<file path="src/rtl/bert_patgen_pkg.sv">
package bert_patgen_pkg;

    localparam int LFSR_W         = 20;
    localparam int QRSS_MAX_ZEROS = 14;
    localparam int PAT_W          = 32;
    localparam int CNT_W          = 8;

    typedef enum logic [2:0] {
        MODE_PRBS7   = 3'd0,
        MODE_PRBS9   = 3'd1,
        MODE_PRBS11  = 3'd2,
        MODE_PRBS15  = 3'd3,
        MODE_QRSS    = 3'd4,
        MODE_REPEAT  = 3'd5,
        MODE_ALTWORD = 3'd6,
        MODE_SPARE   = 3'd7
    } bert_mode_e;

    // register length n of the recurrence
    function automatic logic [4:0] prbs_len(bert_mode_e m);
        case (m)
            MODE_PRBS9:  prbs_len = 5'd9;
            MODE_PRBS11: prbs_len = 5'd11;
            MODE_PRBS15: prbs_len = 5'd15;
            MODE_QRSS:   prbs_len = 5'd20;
            default:     prbs_len = 5'd7;
        endcase
    endfunction

    // feedback tap k of the recurrence
    function automatic logic [4:0] prbs_tap(bert_mode_e m);
        case (m)
            MODE_PRBS9:  prbs_tap = 5'd5;
            MODE_PRBS11: prbs_tap = 5'd9;
            MODE_PRBS15: prbs_tap = 5'd14;
            MODE_QRSS:   prbs_tap = 5'd17;
            default:     prbs_tap = 5'd6;
        endcase
    endfunction

endpackage

</file>
<file path="src/rtl/bert_lfsr_engine.sv">
module bert_lfsr_engine
    import bert_patgen_pkg::*;
#(
    parameter int W    = LFSR_W,
    parameter int MAXZ = QRSS_MAX_ZEROS
) (
    input  logic             clk,
    input  logic             rst_n,
    input  logic             reload_i,
    input  logic             advance_i,
    input  bert_mode_e       mode_i,
    input  logic [W-1:0]     seed_i,
    output logic             bit_o
);

    localparam int ZW = $clog2(MAXZ + 1);

    typedef struct packed {
        bert_mode_e    mode;
        logic [W-1:0]  sr;
        logic [ZW-1:0] zrun;
    } lfsr_state_t;

    lfsr_state_t s_d, s_q;

    logic [4:0]   n_len;
    logic [4:0]   k_tap;
    logic         raw;
    logic         force_one;
    logic [W-1:0] len_mask;
    logic [W-1:0] seed_m;

    always_comb begin
        n_len     = prbs_len(s_q.mode);
        k_tap     = prbs_tap(s_q.mode);
        raw       = s_q.sr[n_len - 5'd1] ^ s_q.sr[k_tap - 5'd1];
        force_one = (s_q.mode == MODE_QRSS) && !raw && (s_q.zrun == ZW'(MAXZ));
        bit_o     = raw | force_one;

        len_mask  = (W'(1) << prbs_len(mode_i)) - W'(1);
        seed_m    = seed_i & len_mask;

        s_d = s_q;
        if (reload_i) begin
            s_d.mode = mode_i;
            s_d.sr   = (seed_m == '0) ? len_mask : seed_m;
            s_d.zrun = '0;
        end else if (advance_i) begin
            s_d.sr = {s_q.sr[W-2:0], raw};
            if (s_q.mode == MODE_QRSS && !bit_o) begin
                s_d.zrun = s_q.zrun + ZW'(1);
            end else begin
                s_d.zrun = '0;
            end
        end
    end

    always_ff @(posedge clk or negedge rst_n) begin
        if (!rst_n) begin
            s_q.mode <= MODE_PRBS7;
            s_q.sr   <= '1;
            s_q.zrun <= '0;
        end else begin
            s_q <= s_d;
        end
    end

    // the shift register never locks up in the all-zero state
    p_no_lockup_r6: assert property (@(posedge clk) disable iff (!rst_n)
        s_q.sr != '0);

    // the run of emitted zeros never passes the limit
    p_zero_run_r5: assert property (@(posedge clk) disable iff (!rst_n)
        s_q.zrun <= ZW'(MAXZ));

    // no movement without a qualifying slot or reload
    p_hold_r3: assert property (@(posedge clk) disable iff (!rst_n)
        (!advance_i && !reload_i) |=> $stable(s_q.sr));

endmodule

</file>
<file path="src/rtl/bert_word_engine.sv">
module bert_word_engine
    import bert_patgen_pkg::*;
#(
    parameter int PW = PAT_W,
    parameter int CW = CNT_W
) (
    input  logic                    clk,
    input  logic                    rst_n,
    input  logic                    reload_i,
    input  logic                    advance_i,
    input  logic                    alt_i,
    input  logic [PW-1:0]           pattern_i,
    input  logic [$clog2(PW)-1:0]   rep_len_i,
    input  logic [CW-1:0]           word_cnt_i,
    output logic                    bit_o
);

    localparam int IDX_W  = $clog2(PW);
    localparam int WORD_W = PW / 2;
    localparam int BIT_W  = $clog2(WORD_W);

    typedef struct packed {
        logic [PW-1:0]    pat;
        logic [IDX_W-1:0] len;
        logic [CW-1:0]    wcnt;
        logic [IDX_W-1:0] ridx;
        logic [BIT_W-1:0] bidx;
        logic [CW-1:0]    wc;
        logic             sel;
    } word_state_t;

    word_state_t s_d, s_q;

    always_comb begin
        if (alt_i) begin
            bit_o = s_q.pat[{s_q.sel, s_q.bidx}];
        end else begin
            bit_o = s_q.pat[s_q.ridx];
        end

        s_d = s_q;
        if (reload_i) begin
            s_d.pat  = pattern_i;
            s_d.len  = rep_len_i;
            s_d.wcnt = word_cnt_i;
            s_d.ridx = '0;
            s_d.bidx = '0;
            s_d.wc   = '0;
            s_d.sel  = 1'b0;
        end else if (advance_i) begin
            s_d.ridx = (s_q.ridx == s_q.len) ? '0 : s_q.ridx + IDX_W'(1);
            s_d.bidx = s_q.bidx + BIT_W'(1);
            if (s_q.bidx == '1) begin
                if (s_q.wc == s_q.wcnt) begin
                    s_d.wc  = '0;
                    s_d.sel = ~s_q.sel;
                end else begin
                    s_d.wc = s_q.wc + CW'(1);
                end
            end
        end
    end

    always_ff @(posedge clk or negedge rst_n) begin
        if (!rst_n) begin
            s_q.pat  <= '1;
            s_q.len  <= '1;
            s_q.wcnt <= '0;
            s_q.ridx <= '0;
            s_q.bidx <= '0;
            s_q.wc   <= '0;
            s_q.sel  <= 1'b0;
        end else begin
            s_q <= s_d;
        end
    end

    // the repeat index stays within the programmed length
    p_rep_index_r7: assert property (@(posedge clk) disable iff (!rst_n)
        s_q.ridx <= s_q.len);

    // the word counter stays within the programmed count
    p_word_count_r8: assert property (@(posedge clk) disable iff (!rst_n)
        s_q.wc <= s_q.wcnt);

    // counters hold on non-qualifying slots
    p_hold_r3: assert property (@(posedge clk) disable iff (!rst_n)
        (!advance_i && !reload_i) |=> ($stable(s_q.ridx) && $stable(s_q.bidx) && $stable(s_q.sel)));

endmodule

</file>
<file path="src/rtl/bert_patgen.sv">
module bert_patgen
    import bert_patgen_pkg::*;
#(
    parameter int PW = PAT_W,
    parameter int CW = CNT_W
) (
    input  logic                  clk,
    input  logic                  rst_n,
    input  logic                  cfg_we,
    input  logic [2:0]            cfg_mode,
    input  logic [PW-1:0]         cfg_pattern,
    input  logic [$clog2(PW)-1:0] cfg_rep_len,
    input  logic [CW-1:0]         cfg_word_cnt,
    input  logic                  slot_strobe,
    input  logic                  chan_en,
    input  logic                  bit_mask,
    output logic                  out_bit,
    output logic                  out_valid
);

    typedef struct packed {
        bert_mode_e mode;
        logic       valid;
        logic       dbit;
    } top_state_t;

    top_state_t s_d, s_q;

    logic qualify;
    logic advance;
    logic lfsr_bit;
    logic word_bit;
    logic use_word;
    logic alt_sel;

    bert_lfsr_engine #(
        .W    (LFSR_W),
        .MAXZ (QRSS_MAX_ZEROS)
    ) u_lfsr (
        .clk       (clk),
        .rst_n     (rst_n),
        .reload_i  (cfg_we),
        .advance_i (advance),
        .mode_i    (bert_mode_e'(cfg_mode)),
        .seed_i    (cfg_pattern[LFSR_W-1:0]),
        .bit_o     (lfsr_bit)
    );

    bert_word_engine #(
        .PW (PW),
        .CW (CW)
    ) u_word (
        .clk        (clk),
        .rst_n      (rst_n),
        .reload_i   (cfg_we),
        .advance_i  (advance),
        .alt_i      (alt_sel),
        .pattern_i  (cfg_pattern),
        .rep_len_i  (cfg_rep_len),
        .word_cnt_i (cfg_word_cnt),
        .bit_o      (word_bit)
    );

    always_comb begin
        qualify  = slot_strobe && chan_en && !bit_mask;
        advance  = qualify && !cfg_we;
        alt_sel  = (s_q.mode == MODE_ALTWORD);
        use_word = (s_q.mode == MODE_REPEAT) || alt_sel;

        s_d       = s_q;
        s_d.mode  = cfg_we ? bert_mode_e'(cfg_mode) : s_q.mode;
        s_d.valid = advance;
        s_d.dbit  = advance && (use_word ? word_bit : lfsr_bit);
    end

    always_ff @(posedge clk or negedge rst_n) begin
        if (!rst_n) begin
            s_q.mode  <= MODE_PRBS7;
            s_q.valid <= 1'b0;
            s_q.dbit  <= 1'b0;
        end else begin
            s_q <= s_d;
        end
    end

    assign out_bit   = s_q.dbit;
    assign out_valid = s_q.valid;

    // valid only follows a qualifying slot
    p_valid_on_slot_r2: assert property (@(posedge clk) disable iff (!rst_n)
        out_valid |-> $past(slot_strobe && chan_en && !bit_mask));

    // data is held low when not valid
    p_quiet_bit_r2: assert property (@(posedge clk) disable iff (!rst_n)
        !out_valid |-> !out_bit);

    // a configuration write blocks output on that edge
    p_reload_blocks_r9: assert property (@(posedge clk) disable iff (!rst_n)
        cfg_we |=> !out_valid);

endmodule

</file>
<file path="config.mk">
export PLATFORM = sky130hd
export DESIGN_NAME = bert_patgen
export DESIGN_NICKNAME = d
export VERILOG_FILES = /design/src/rtl/bert_patgen_pkg.sv /design/src/rtl/bert_lfsr_engine.sv /design/src/rtl/bert_word_engine.sv /design/src/rtl/bert_patgen.sv
export SDC_FILE = /design/constraint.sdc
export NUM_CORES = 1
export LEC_CHECK = 0
export ABC_CLOCK_PERIOD_IN_PS = 7800
export BUFFER_PORTS_ARGS = -buffer_cell sky130_fd_sc_hd__clkbuf_2
export CAP_MARGIN = 10
export CORE_UTILIZATION = 53
export CTS_BUF_LIST = sky130_fd_sc_hd__clkbuf_8
export CTS_CLUSTER_DIAMETER = 80
export CTS_CLUSTER_SIZE = 20
export DETAILED_ROUTE_END_ITERATION = 10
export PLACE_DENSITY = 0.83
export SYNTH_ARGS = -nofsm -noshare
export SYNTH_HDL_FRONTEND = slang
export SYNTH_HIERARCHICAL = 1
export SYNTH_SLANG_ARGS = --single-unit
</file>
<file path="constraint.sdc">
create_clock -name clk -period 7.8 [get_ports clk]
set_input_delay 0.78 -clock clk [delete_from_list [all_inputs] [get_ports clk]]
set_output_delay 0.78 -clock clk [all_outputs]
set_load 0.01 [all_outputs]
</file>
==> flow_summary.toml <==
[critical_path]
crit_path_start = "u_lfsr/s_q[25]"
slowest_stage = "dfrtp_1"
r2r_start = "u_lfsr/s_q[25]"
cp_top_family = "multiplexers"
worst-path-buf-inv = 1
crit_type = "reg -> reg"
required_ns = 8.04
crit_path_start_kind = "register"
crit_path_max_incr_delay_ns = 0.70
path_max_fanout = 17
path_cells = "xor2_2 -> mux2i_2 -> inv_1 -> ha_1 -> mux4_2 -> o22ai_1 -> a2111oi_4 -> xnor2_1 -> o21ai_0 -> nand2_1 -> mux2i_1"
end_kind = "register"
arrival_ns = 3.63

[power_and_ir_drop]
power.leakage_nw = 2.39
p_sw_share_pct = 30.1
clkPwrFrac_pct = 27.3
p_seq_share_pct = 53.1
ir_drop_v = 0.000114
comb_power_share_pct = 19.6
p_int_mw = 0.777
p_sw_mw = 0.334
powerDensity_nw_per_um2 = 182

[routing]
wl_um = 12300
viasPerCell = 6.14
wl_per_cell_um = 18.4
drc = 0
drt_iter0_markers = 291
vias = 4120
first_pass_iters = 5
antenna_left = 0

[final_layout]
final_util_pct = 59.2
final_common_cell = "dfstp_2"
area_growth_pct = 8.36
layout-drive-gt1-share_pct = 37.8
nFillCells = 842
final_cell_mix = "57 x dfstp_2, 55 x mux2_2, 53 x clkbuf_2"
fin_cells = 671
layout.nets = 592
fin_area_um2 = 6110
antennaDiodeCount = 0

[flow_run]
cap_viol_max_count = 0

[timing]
slew_violations = 0
hold_viol = 0
fmax_ghz = 0.295
holdWs_ns = 0.354
relSlewSlack_pct = 30.2
tns_ns = 0
fin_crit_ns = 3.39
finClkSkew_ns = 0.0154
rsz0062_at_grt = "no"
fin_crit_sh_pct = 43.5
finalSetupViolCount = 0
worstMarginPinSlew_ns = 1.05

[global_route]
grt_pass1_wl_um = 20200
met3_usage_pct = 4.30
grt_max_degree = 98
use_met2_pct = 35.9
grt.met1_usage_pct = 33.1
first_global_vias = 3968
top_usage_layer = "met2"
grt.overflow.total = 0
grt_util_all_layers_pct = 23.1
antenna_found_initial = 0

[yosys]
async_flop_share_pct = 100
synth_xor_area_share_pct = 4.92
seq_area_frac_synth_pct = 43.4
synth_simple_gate_area_share_pct = 9.47
synth.largest_area_cell = "dfstp_2"
synthAdderAreaFrac_pct = 1.77
synth_top_family_by_area = "multiplexers"
synth_ff_type = "dfstp_2"
synth_area_um2 = 5640
syn-mean-instance-area_um2 = 11.4
ys_seq_elements = 95
yosysWarningCount = 6
synthTopCellsByArea = "dfstp_2 27%, dfrtp_1 17%, mux2_2 11%, mux2i_1 5.0%, mux4_2 3.6%"
yosysUniqueCellTypes = 60
synth_top_area_share_pct = 26.5
synth_edf_count = 0
synth_mux_area_share_pct = 23.3
syn_inst = 494
synth_compound_area_share_pct = 12.9

[floorplan]
die_width_um = 105
placementRows = 37
num_io_pins = 56
fp.coreArea_um2 = 10300
fp.dieH_um = 105
dieArea_um2 = 11100
start_util_pct = 54.6

[place]
dp_cells = 655
dpl_cell_area_um2 = 5930
dp_hpwl_um = 8900
place.gp.congestion = 0.846
io_buffers = 55

[cts]
cts_made_buffers = 9
clkTransAtPathRegs_ns = 0.11
insertion_delay_ns = 0.36
cts_tree = "yes"
cts_buffer_depth = 2
root_buffer = "clkbuf_8"
cts_setup_buffers = 0
cts-hold-fix-buffers = 0
cts_resized = 0
h-tree-depth = 3
clock-sinks = 95

[hold_path]
hold_class = "in -> async"

[run_status]
status = "completed"
per-layer routing:
| layer | vias up | share of wire (%) |
|---|---|---|
| met5 | - | 0 |
| met4 | 0 | 1.9 |
| met3 | 16 | 5.2 |
| met2 | 142 | 48 |
| met1 | 2044 | 45 |
| li1 | 1918 | - |
layout make-up:
| cell class | count | area (um^2) | share of cell area, % |
|---|---|---|---|
| Tap cell | 136 | 170 | 2.78 |
| Timing Repair Buffer | 58 | 303 | 4.95 |
| Inverter | 14 | 52.6 | 0.860 |
| Sequential cell | 95 | 2450 | 40.1 |
| Multi-Input combinational cell | 352 | 2960 | 48.4 |
| Clock buffer | 9 | 124 | 2.03 |
| Clock inverter | 7 | 55.1 | 0.901 |
stage by stage:
step                      power [mW]  worst slack (ns)
after floorplan                0.750              4.95
after global placement         0.803              4.57
after detailed placement       0.815              4.42
after CTS                       1.12              4.44
after global routing            1.17              4.20
final                           1.11              4.41
synth_stat cells, types with 4 or more instances:
library cell,instances
a21oi_1,11
nor2b_1,5
buf_2,4
a2111oi_0,5
mux4_2,9
mux2_2,55
inv_1,14
nor3_1,6
a31oi_1,4
o21ai_0,32
nand2_1,27
a211oi_1,7
mux2i_1,28
xor2_1,22
o22ai_1,7
o211ai_1,12
nand4_1,4
dfstp_2,57
buf_6,5
mux4_1,7
nor2_1,25
nor4_1,7
o2111ai_1,4
nand2b_1,7
ha_1,8
dfrtp_1,38
nand3_1,15
clkbuf_1,17
xnor2_1,6
worst reg2reg max path: stages (launching register included):
cell and delay (ns):
dfrtp_1 0.70, xor2_2 0.16, mux2i_2 0.29, inv_1 0.08, ha_1 0.49, mux4_2 0.55
o22ai_1 0.31, a2111oi_4 0.14, xnor2_1 0.28, o21ai_0 0.13, nand2_1 0.07, mux2i_1 0.09
final timing paths:
check | end | slack (ns) | depth (start not counted)
setup / recovery | out_bit | 4.41 | 11
hold / removal | u_word/s_q[23] | 0.35 | 1
setup reg to reg | out_bit | 4.41 | 11
hold reg to reg | u_word/s_q[20] | 0.54 | 1
max in group asynchronous | u_lfsr/s_q[24] | 6.32 | 2
min in group clk | u_word/s_q[20] | 0.54 | 1
cells by family (layout without fill, tap and decap cells):
logic type | Yosys count | count (layout)
AOI/OAI and AO/OA | 104 | 104
xor gates and xnor gates | 30 | 30
adders and majority gates | 8 | 8
buffers and inverters | 48 | 88
DFF | 95 | 95
muxes | 101 | 101
other | 1 | 2
and+or+nand+nor | 107 | 107
power groups by stage:
stage                     clock (mW)  combinational, mW  sequential (mW)
after floorplan                    0              0.174            0.576
after global placement             0              0.208            0.595
after detailed placement           0              0.217            0.598
after CTS                      0.312              0.217            0.590
after global routing           0.334              0.238            0.597
final                          0.303              0.218            0.591
state kept, by name (all words and copies together), names as in the netlist:
name        cells
u_word/s_q     63
out_bit         1
s_q             3
u_lfsr/s_q     27
out_valid       1
No activity file was read; power rests on OpenSTA's default activity.
